File: config.mk
export PLATFORM = sky130hd
export DESIGN_NAME = vpw_rx
export DESIGN_NICKNAME = d
export VERILOG_FILES = /design/src/rtl/vpw_pkg.sv /design/src/rtl/vpw_sync.sv /design/src/rtl/vpw_interval_timer.sv /design/src/rtl/vpw_symbol_decode.sv /design/src/rtl/vpw_byte_asm.sv /design/src/rtl/vpw_rx.sv
export SDC_FILE = /design/constraint.sdc
export NUM_CORES = 1
export LEC_CHECK = 0
export ABC_AREA = 1
export BUFFER_PORTS_ARGS = -buffer_cell sky130_fd_sc_hd__buf_4
export CAP_MARGIN = 20
export CORE_MARGIN = 3
export CORE_UTILIZATION = 46
export DETAILED_ROUTE_END_ITERATION = 10
export RECOVER_POWER = 25
export SKIP_LAST_GASP = 1
export SYNTH_ARGS = -nofsm -noshare
export SYNTH_HDL_FRONTEND = slang
export SYNTH_HIERARCHICAL = 1
export SYNTH_SLANG_ARGS = --single-unit
File: constraint.sdc
create_clock -name clk -period 2.2 [get_ports clk]
set_input_delay 0.11 -clock clk [delete_from_list [all_inputs] [get_ports clk]]
set_output_delay 0.11 -clock clk [all_outputs]
set_load 0.05 [all_outputs]
File: src/rtl/vpw_pkg.sv
package vpw_pkg;
  typedef enum logic [1:0] {SYM_NONE, SYM_BIT0, SYM_BIT1, SYM_SOF} sym_e;

  // Sort a finished interval by level and length.
  function automatic sym_e classify(input logic active, input int unsigned len,
                                    input int unsigned noise_min, input int unsigned bit_split,
                                    input int unsigned sym_min, input int unsigned long_min);
    if (len < noise_min)       return SYM_NONE;
    else if (len < bit_split)  return active ? SYM_BIT1 : SYM_BIT0;
    else if (len < sym_min)    return active ? SYM_BIT0 : SYM_BIT1;
    else if (active && len < long_min) return SYM_SOF;
    else                       return SYM_NONE;
  endfunction

  // True on the counter step that brings the count to th.
  function automatic logic crossing(input logic step, input int unsigned cnt, input int unsigned th);
    return step && (cnt + 1 == th);
  endfunction
endpackage

File: src/rtl/vpw_sync.sv
module vpw_sync #(
  parameter int unsigned STAGES = 2
) (
  input  logic clk,
  input  logic rst_n,
  input  logic d,
  output logic q
);
  logic [STAGES-1:0] stg;

  always_ff @(posedge clk or negedge rst_n) begin
    if (!rst_n) stg <= '0;
    else        stg <= {stg[STAGES-2:0], d};
  end

  assign q = stg[STAGES-1];
endmodule

File: src/rtl/vpw_interval_timer.sv
module vpw_interval_timer #(
  parameter int unsigned CNT_W = 10
) (
  input  logic             clk,
  input  logic             rst_n,
  input  logic             tick_en,
  input  logic             lvl_in,
  output logic             lvl_q,
  output logic             seg_end,
  output logic             seg_lvl,
  output logic [CNT_W-1:0] seg_len,
  output logic             tick_step
);
  localparam logic [CNT_W-1:0] CNT_MAX = {CNT_W{1'b1}};

  logic [CNT_W-1:0] cnt;

  assign seg_end   = (lvl_in != lvl_q);
  assign seg_lvl   = lvl_q;
  assign seg_len   = cnt;
  assign tick_step = tick_en && !seg_end && (cnt != CNT_MAX);

  always_ff @(posedge clk or negedge rst_n) begin
    if (!rst_n) begin
      lvl_q <= 1'b0;
      cnt   <= '0;
    end else begin
      lvl_q <= lvl_in;
      if (seg_end)        cnt <= '0;
      else if (tick_step) cnt <= cnt + 1'b1;
    end
  end
endmodule

File: src/rtl/vpw_symbol_decode.sv
module vpw_symbol_decode
  import vpw_pkg::*;
#(
  parameter int unsigned CNT_W     = 10,
  parameter int unsigned NOISE_MIN = 32,
  parameter int unsigned BIT_SPLIT = 96,
  parameter int unsigned SYM_MIN   = 164,
  parameter int unsigned LONG_MIN  = 240,
  parameter int unsigned IFS_MIN   = 281
) (
  input  logic             clk,
  input  logic             rst_n,
  input  logic             seg_end,
  input  logic             seg_lvl,
  input  logic [CNT_W-1:0] seg_len,
  input  logic             tick_step,
  output logic             ev_sof,
  output logic             ev_eod,
  output logic             ev_eof,
  output logic             ev_ifs,
  output logic             ev_break,
  output logic             bit_vld,
  output logic             bit_val
);
  sym_e sym;
  logic armed, x_eod, x_eof, x_ifs, x_brk, valid_active_end;

  always_comb begin
    sym = seg_end ? classify(seg_lvl, 32'(seg_len), NOISE_MIN, BIT_SPLIT, SYM_MIN, LONG_MIN)
                  : SYM_NONE;
  end

  assign valid_active_end = seg_end && seg_lvl && (32'(seg_len) >= NOISE_MIN);
  assign x_eod = armed && !seg_lvl && crossing(tick_step, 32'(seg_len), SYM_MIN);
  assign x_eof = armed && !seg_lvl && crossing(tick_step, 32'(seg_len), LONG_MIN);
  assign x_ifs = armed && !seg_lvl && crossing(tick_step, 32'(seg_len), IFS_MIN);
  assign x_brk = seg_lvl && crossing(tick_step, 32'(seg_len), LONG_MIN);

  always_ff @(posedge clk or negedge rst_n) begin
    if (!rst_n) begin
      armed    <= 1'b0;
      ev_sof   <= 1'b0;
      ev_eod   <= 1'b0;
      ev_eof   <= 1'b0;
      ev_ifs   <= 1'b0;
      ev_break <= 1'b0;
      bit_vld  <= 1'b0;
      bit_val  <= 1'b0;
    end else begin
      if (valid_active_end) armed <= 1'b1;
      else if (x_ifs)       armed <= 1'b0;
      ev_sof   <= (sym == SYM_SOF);
      ev_eod   <= x_eod;
      ev_eof   <= x_eof;
      ev_ifs   <= x_ifs;
      ev_break <= x_brk;
      bit_vld  <= (sym == SYM_BIT0) || (sym == SYM_BIT1);
      bit_val  <= (sym == SYM_BIT1);
    end
  end
endmodule

File: src/rtl/vpw_byte_asm.sv
module vpw_byte_asm #(
  parameter int unsigned DATA_W = 8
) (
  input  logic              clk,
  input  logic              rst_n,
  input  logic              sof,
  input  logic              eod,
  input  logic              eof,
  input  logic              brk,
  input  logic              bit_vld,
  input  logic              bit_val,
  output logic [DATA_W-1:0] rx_byte,
  output logic              rx_byte_valid,
  output logic              ev_invalid,
  output logic              ev_frame_err,
  output logic              in_frame
);
  localparam int unsigned BC_W = $clog2(DATA_W);
  localparam logic [BC_W-1:0] LAST = BC_W'(DATA_W - 1);

  logic [DATA_W-1:0] shreg;
  logic [BC_W-1:0]   nbits;
  logic [DATA_W-1:0] shifted;

  assign shifted = {shreg[DATA_W-2:0], bit_val};

  always_ff @(posedge clk or negedge rst_n) begin
    if (!rst_n) begin
      shreg         <= '0;
      nbits         <= '0;
      rx_byte       <= '0;
      rx_byte_valid <= 1'b0;
      ev_invalid    <= 1'b0;
      ev_frame_err  <= 1'b0;
      in_frame      <= 1'b0;
    end else begin
      rx_byte_valid <= 1'b0;
      ev_invalid    <= 1'b0;
      ev_frame_err  <= 1'b0;
      if (sof) begin
        in_frame <= 1'b1;
        nbits    <= '0;
      end else if (brk) begin
        in_frame <= 1'b0;
        nbits    <= '0;
      end else if (eod) begin
        ev_frame_err <= (nbits != '0);
        nbits        <= '0;
      end else if (eof) begin
        in_frame <= 1'b0;
      end else if (bit_vld) begin
        if (!in_frame) begin
          ev_invalid <= 1'b1;
        end else begin
          shreg <= shifted;
          if (nbits == LAST) begin
            rx_byte       <= shifted;
            rx_byte_valid <= 1'b1;
            nbits         <= '0;
          end else begin
            nbits <= nbits + 1'b1;
          end
        end
      end
    end
  end
endmodule

File: src/rtl/vpw_rx.sv
module vpw_rx #(
  parameter int unsigned DATA_W    = 8,
  parameter int unsigned NOISE_MIN = 32,
  parameter int unsigned BIT_SPLIT = 96,
  parameter int unsigned SYM_MIN   = 164,
  parameter int unsigned LONG_MIN  = 240,
  parameter int unsigned IFS_MIN   = 281
) (
  input  logic              clk,
  input  logic              rst_n,
  input  logic              tick_en,
  input  logic              bus_in,
  output logic [DATA_W-1:0] rx_byte,
  output logic              rx_byte_valid,
  output logic              ev_sof,
  output logic              ev_eod,
  output logic              ev_eof,
  output logic              ev_ifs,
  output logic              ev_break,
  output logic              ev_invalid,
  output logic              ev_frame_err
);
  localparam int unsigned CNT_W = $clog2(IFS_MIN + 1) + 1;

  logic             lvl_in, lvl_q, seg_end, seg_lvl, tick_step;
  logic [CNT_W-1:0] seg_len;
  logic             bit_vld, bit_val, in_frame;

  vpw_sync #(.STAGES(2)) u_sync (
    .clk(clk), .rst_n(rst_n), .d(bus_in), .q(lvl_in)
  );

  vpw_interval_timer #(.CNT_W(CNT_W)) u_timer (
    .clk(clk), .rst_n(rst_n), .tick_en(tick_en), .lvl_in(lvl_in), .lvl_q(lvl_q),
    .seg_end(seg_end), .seg_lvl(seg_lvl), .seg_len(seg_len), .tick_step(tick_step)
  );

  vpw_symbol_decode #(
    .CNT_W(CNT_W), .NOISE_MIN(NOISE_MIN), .BIT_SPLIT(BIT_SPLIT),
    .SYM_MIN(SYM_MIN), .LONG_MIN(LONG_MIN), .IFS_MIN(IFS_MIN)
  ) u_dec (
    .clk(clk), .rst_n(rst_n), .seg_end(seg_end), .seg_lvl(seg_lvl), .seg_len(seg_len),
    .tick_step(tick_step), .ev_sof(ev_sof), .ev_eod(ev_eod), .ev_eof(ev_eof),
    .ev_ifs(ev_ifs), .ev_break(ev_break), .bit_vld(bit_vld), .bit_val(bit_val)
  );

  vpw_byte_asm #(.DATA_W(DATA_W)) u_asm (
    .clk(clk), .rst_n(rst_n), .sof(ev_sof), .eod(ev_eod), .eof(ev_eof), .brk(ev_break),
    .bit_vld(bit_vld), .bit_val(bit_val), .rx_byte(rx_byte), .rx_byte_valid(rx_byte_valid),
    .ev_invalid(ev_invalid), .ev_frame_err(ev_frame_err), .in_frame(in_frame)
  );
endmodule

# Yosys cells after proc, flatten, opt, wreduce, memory -nomap -nowiden
# Index checks and enable logic that the tools add are counted.
# classes
n_addsub	3
magnitude_cmp	5
n_mux	38
n_eq_ne	11
n_reduce_logical	26
bitwise_logic	4
# ops
operator	count
32-bit by 8-bit == test with 1-bit output (second input constant)	2
32-bit by 9-bit == test with 1-bit output (second input constant)	1
1-bit 2-to-1 mux	22
3-bit 2-to-1 mux	7
10-bit by 8-bit < comparator with 1-bit output (second input constant)	2
10-bit 2-to-1 mux	2
2-bit 2-to-1 mux	7
1-bit logical AND	13
10-bit by 1-bit adder with 11-bit output (second input constant)	1
10-bit by 1-bit adder with 10-bit output (second input constant)	1
10-bit by 6-bit greater-or-equal comparator with 1-bit output (second input constant)	1
10-bit by 6-bit < comparator with 1-bit output (second input constant)	1
10-bit by 7-bit < comparator with 1-bit output (second input constant)	1
10-bit != test (second input constant)	1
4-bit nonzero test	2
7-bit AND reduction	1
6-bit AND reduction	1
3-bit nonzero test	2
2-bit == test (second input constant)	2
4-bit by 2-bit != test with 1-bit output (second input constant)	1
1-bit NOT	4
2-bit nonzero test	2
3-bit by 1-bit adder with 3-bit output (second input constant)	1
3-bit == test (second input constant)	1
other kinds (7)	8
# totals
in_bits	4
register_bits	43
word_cells	105
output_inout_bits	16

# Longest topological paths before layout
# depth
depth_word	9
depth_mapped	10
ltp_nobuf	10

# Cells and area by module
# Netlist, hierarchy kept.
# by_module_without_submodules
mod	seq_area_each_um2	instances	area_per_inst_um2	cells_per_inst
vpw_byte_asm	550.5	1	1054.8	116
vpw_interval_timer	275.3	1	696.9	98
vpw_symbol_decode	200.2	1	580.6	85
vpw_sync	50.0	1	50.0	2

# Worst setup path after synthesis
# OpenSTA, ideal clock, no wires.
# synth_path
path_type	flip-flop to flip-flop
start	register u_timer.cnt[0] (netlist: u_timer/seg_len[0])
end	register u_dec.armed
required_ns	2.069
stages_incl_launch_ff	10
synth_period_minus_slack_ns	1.632
slack_ns	0.568
t_arrival_ns	1.501
path_buffers	0
setup_ns	0.131
cell_sequence	dfrtp_1 > ha_1 > nand2_1 > nor2_4 > nand3_2 > nand2_2 > inv_1 > nand3_1 > nor3_1 > o22ai_1
# synth_via
elab_chain_len	5
elab_cells_between_ends	10
cone_classes	1 x add/sub; 1 x order compare; 2 x eq/ne; 1 x mux; 5 x reduce/logical
# synth_lines
item	line	text
from (decl)	vpw_interval_timer.sv:16	logic [CNT_W-1:0] cnt;
from (signal assigned)	vpw_interval_timer.sv:30	else if (tick_step) cnt <= cnt + 1'b1;
10-bit != test	vpw_interval_timer.sv:21	assign tick_step = tick_en && !seg_end && (cnt != CNT_MAX);
1-bit logical AND	vpw_interval_timer.sv:21	
named net tick_step	vpw_rx.sv:25	logic lvl_in, lvl_q, seg_end, seg_lvl, tick_step;
1-bit logical AND	vpw_pkg.sv:17	return step && (cnt + 1 == th);
1-bit logical AND	vpw_symbol_decode.sv:36	assign x_ifs = armed && !seg_lvl && crossing(tick_step, 32'(seg_len), IFS_MIN);
named net u_dec.x_ifs	vpw_symbol_decode.sv:26	logic armed, x_eod, x_eof, x_ifs, x_brk, valid_active_end;
2-bit nonzero test (no source line)	--	
to (signal assigned)	vpw_symbol_decode.sv:41	armed <= 1'b0;
to (signal assigned)	vpw_symbol_decode.sv:50	if (valid_active_end) armed <= 1'b1;
to (signal assigned)	vpw_symbol_decode.sv:51	else if (x_ifs) armed <= 1'b0;
to (decl)	vpw_symbol_decode.sv:26	
# The timed path passes the listed nets, and every way through them passes these cells.
# A chain may end at the register's enable or synchronous reset.

# Final worst setup path
# Ends and elaborated chain as after synthesis.

==> run metrics <==
Slew HR about a third; Worst-Margin Slew 1027 ps; GPL Wtd Cong 0.8284; Max IR drop VDD 0.3245 mV; core area between 4000 and 5000 um^2; Worst-path clk slew 80 ps; Avg Cell Area, Syn 7.915 um^2; initial core utilization 49.14%; Final WS setup 379.9 ps; Num CTS Buffers 5; share of cells above drive strength 1 roughly 17%; Critical Path AT just under 2000 ps; final core occ a little under three fifths; largest net degree at the start of global routing 44; Most Crowded Layer GR met2; crit path launch type register; final slew viol count 0; initial antenna violation count 0; P_leak 1.439 nW; Ports 20; Fin. Hold Viols 0; Layout fillers 467; Seq pwr share 50.6%; dpl ws roughly 370 ps; status completed; Root Driver clkbuf_8; Worst Skew 3.556 ps; Reg area 1076 um^2; ant diodes 0; WL/cell 11.91 um; Final period util 82.73%; clk buf depth 2; TritonCTS clock tree yes; cell taking the most area after synthesis dfrtp_1; Routed Antenna Nets 0; Gate power share 5.0%; Switching Fraction 20.96%; Internal Power 1.279 mW; Req. time, crit path 2370 ps; first-pass GRT wire length ~8.4 mm; synthesized area 2382 um^2; Net Switching about 0.34 mW; setup tns final 0 ps; Crit Path Max Fanout 8; die area 6079 um^2; met3 Usage GRT 3.944%; Period minus WS final between 1500 and 2000 ps; area post-placement around 2600 um^2; drt first pass iters 4; Gate Count Post-Synth 301; Hold Path Depth 0; CP Capture Type register; area occupied by multi-input gates between 1000 and 1500 um^2; DR vias between 1500 and 2000; # port buffers 19; Design Power 1.618 mW; Syn Nets 311; Post-Route WL 4.681 mm; R2R cell count 9; Netlist cell types 27; DR iter-0 viols 58; PwrDens 593.1 nW/um^2; met2 GRT Util 29.97%; Die H 77.97 um; total track usage 17.13%; worst hold path class reg2reg; vias in the first global route 1884; sequential cell area fraction in the yosys report 45.17%; Synth warnings 6; DR vias/cell 4.883; grt total ovfl 0; WS Path Type reg2reg; layout net count approximately 340; Rows 25; Resized Gates After CTS 0; Layout area overhead 14.55%; clk_lat worst skew approximately 290 ps; placed insts about 380; CTS sink cnt 43; RSZ-0062 raised after global routing no; Clock Power Share about 44%; main area contributors after synthesis dfrtp_1, nand2_1, inv_1, nand3_1, nand4_1; htree depth 2; die width between 70 and 80 um; hold_ws ~360 ps; fin area around 2700 um^2; DRC viols 0; grt met1 use 20.65%; max cap viols 0; Final setup viols 0; synthesized flop and latch total 43; Non-Filler Instances between 300 and 400; Post-DP HPWL between 3 and 4 mm; Synth top area share between 40% and 50%; Fmax 549.4 MHz
timing repair:
action | in CTS | in global routing
setup buffers | 0 | 0
hold buffers | 2 | 0
endpoints found under the hold margin | 44 | 0
state kept, by name, summed over array words and instances (netlist names), 2 cells and up:
name,flops
u_sync/stg,2
u_asm/nbits,3
u_asm/shreg,7
u_timer/seg_len,10
u_asm/rx_byte,8
synthesized netlist by cell type:
library cell	count
nand2_1	89
dfrtp_1	43
inv_1	40
nor2_1	25
nand3_1	23
nand4_1	16
o21bai_1	8
nand2_2	7
ha_1	6
nor2_4	6
nand3_2	5
inv_2	4
nor2_2	4
a21oi_1	3
buf_2	3
xor2_1	3
a21oi_2	2
buf_6	2
nor3_1	2
o21ai_0	2
o21ai_1	2
buf_4	1
nand3b_1	1
nor3b_1	1
nor3b_2	1
o22ai_1	1
xnor2_1	1
final timing paths:
kind	from	end	slack (ps)
worst max-delay path	u_timer/seg_len[0]$_DFFE_PN0P_	u_dec/armed$_DFFE_PN0P_	380
worst min register to register	u_sync/stg[0]$_DFF_PN0_	u_sync/stg[1]$_DFF_PN0_	360
max in group asynchronous	rst_n	u_timer/lvl_q$_DFF_PN0_	1040
min in group asynchronous	rst_n	u_asm/rx_byte_valid$_DFF_PN0_	520
worst min-delay path	u_sync/stg[0]$_DFF_PN0_	u_sync/stg[1]$_DFF_PN0_	360
worst max register to register	u_timer/seg_len[0]$_DFFE_PN0P_	u_dec/armed$_DFFE_PN0P_	380
cell families (layout without fill, tap and decap cells):
| family | count (synthesis) | in the layout | synth area share, % |
|---|---|---|---|
| AO/OA/AOI/OAI | 18 | 18 | 4.990 |
| XOR/XNOR | 4 | 4 | 1.471 |
| adder cells (fa/ha/maj) | 6 | 6 | 3.151 |
| buffers and inverters | 50 | 75 | 8.823 |
| flip-flops | 43 | 43 | 45.17 |
| AND/OR/NAND/NOR | 180 | 180 | 36.40 |
critical path: stages, from the launching register on:
cell,delay (ps)
dfrtp_1,450
ha_1,240
nand2_1,140
nor2_4,60
nand3_2,70
nand2_2,50
inv_1,200
nand3_1,110
nor3_1,270
o22ai_1,100
per-layer routing:
layer	part of all wire (%)	up-vias	wire, um
met1	46	893	2151
met3	3.1	5	143
met5	0	-	0
li1	-	997	-
met4	1.3	0	59
met2	50	24	2326
power groups by stage:
| stage | Combinational [mW] | Clock (mW) | Sequential [mW] |
|---|---|---|---|
| 2_1_floorplan | 0.0510 | 0 | 0.831 |
| 3_3_place_gp | 0.0800 | 0 | 0.834 |
| 3_5_place_dp | 0.0791 | 0 | 0.835 |
| 4_1_cts | 0.0824 | 0.743 | 0.819 |
| 5_1_grt | 0.0909 | 0.778 | 0.822 |
| 6_report | 0.0802 | 0.719 | 0.819 |
cell usage in the layout, fill, tap and decap left out, drive strengths merged:
master	synthesis	final
nor3b	2	2
nand4	16	16
dfrtp	43	43
o21ai	4	4
nand3	28	28
o22ai	1	1
bufinv	0	2
nand3b	1	1
nor2	35	35
nand2	96	96
a21oi	5	5
nor3	2	2
ha	6	6
buf	6	19
dlygate4sd3	0	2
xor2	3	3
clkbuf	0	8
inv	44	44
xnor2	1	1
o21bai	8	8
layout make-up:
class | count | area share, %
tap | 67 | 3.072
clock inverter | 2 | 2.201
clock buffer | 6 | 2.659
sequential | 43 | 39.43
timing repair buffer | 23 | 6.419
multi-input combinational | 208 | 40.16
inverter | 44 | 6.052
No activity file was read; power rests on OpenSTA's default activity.
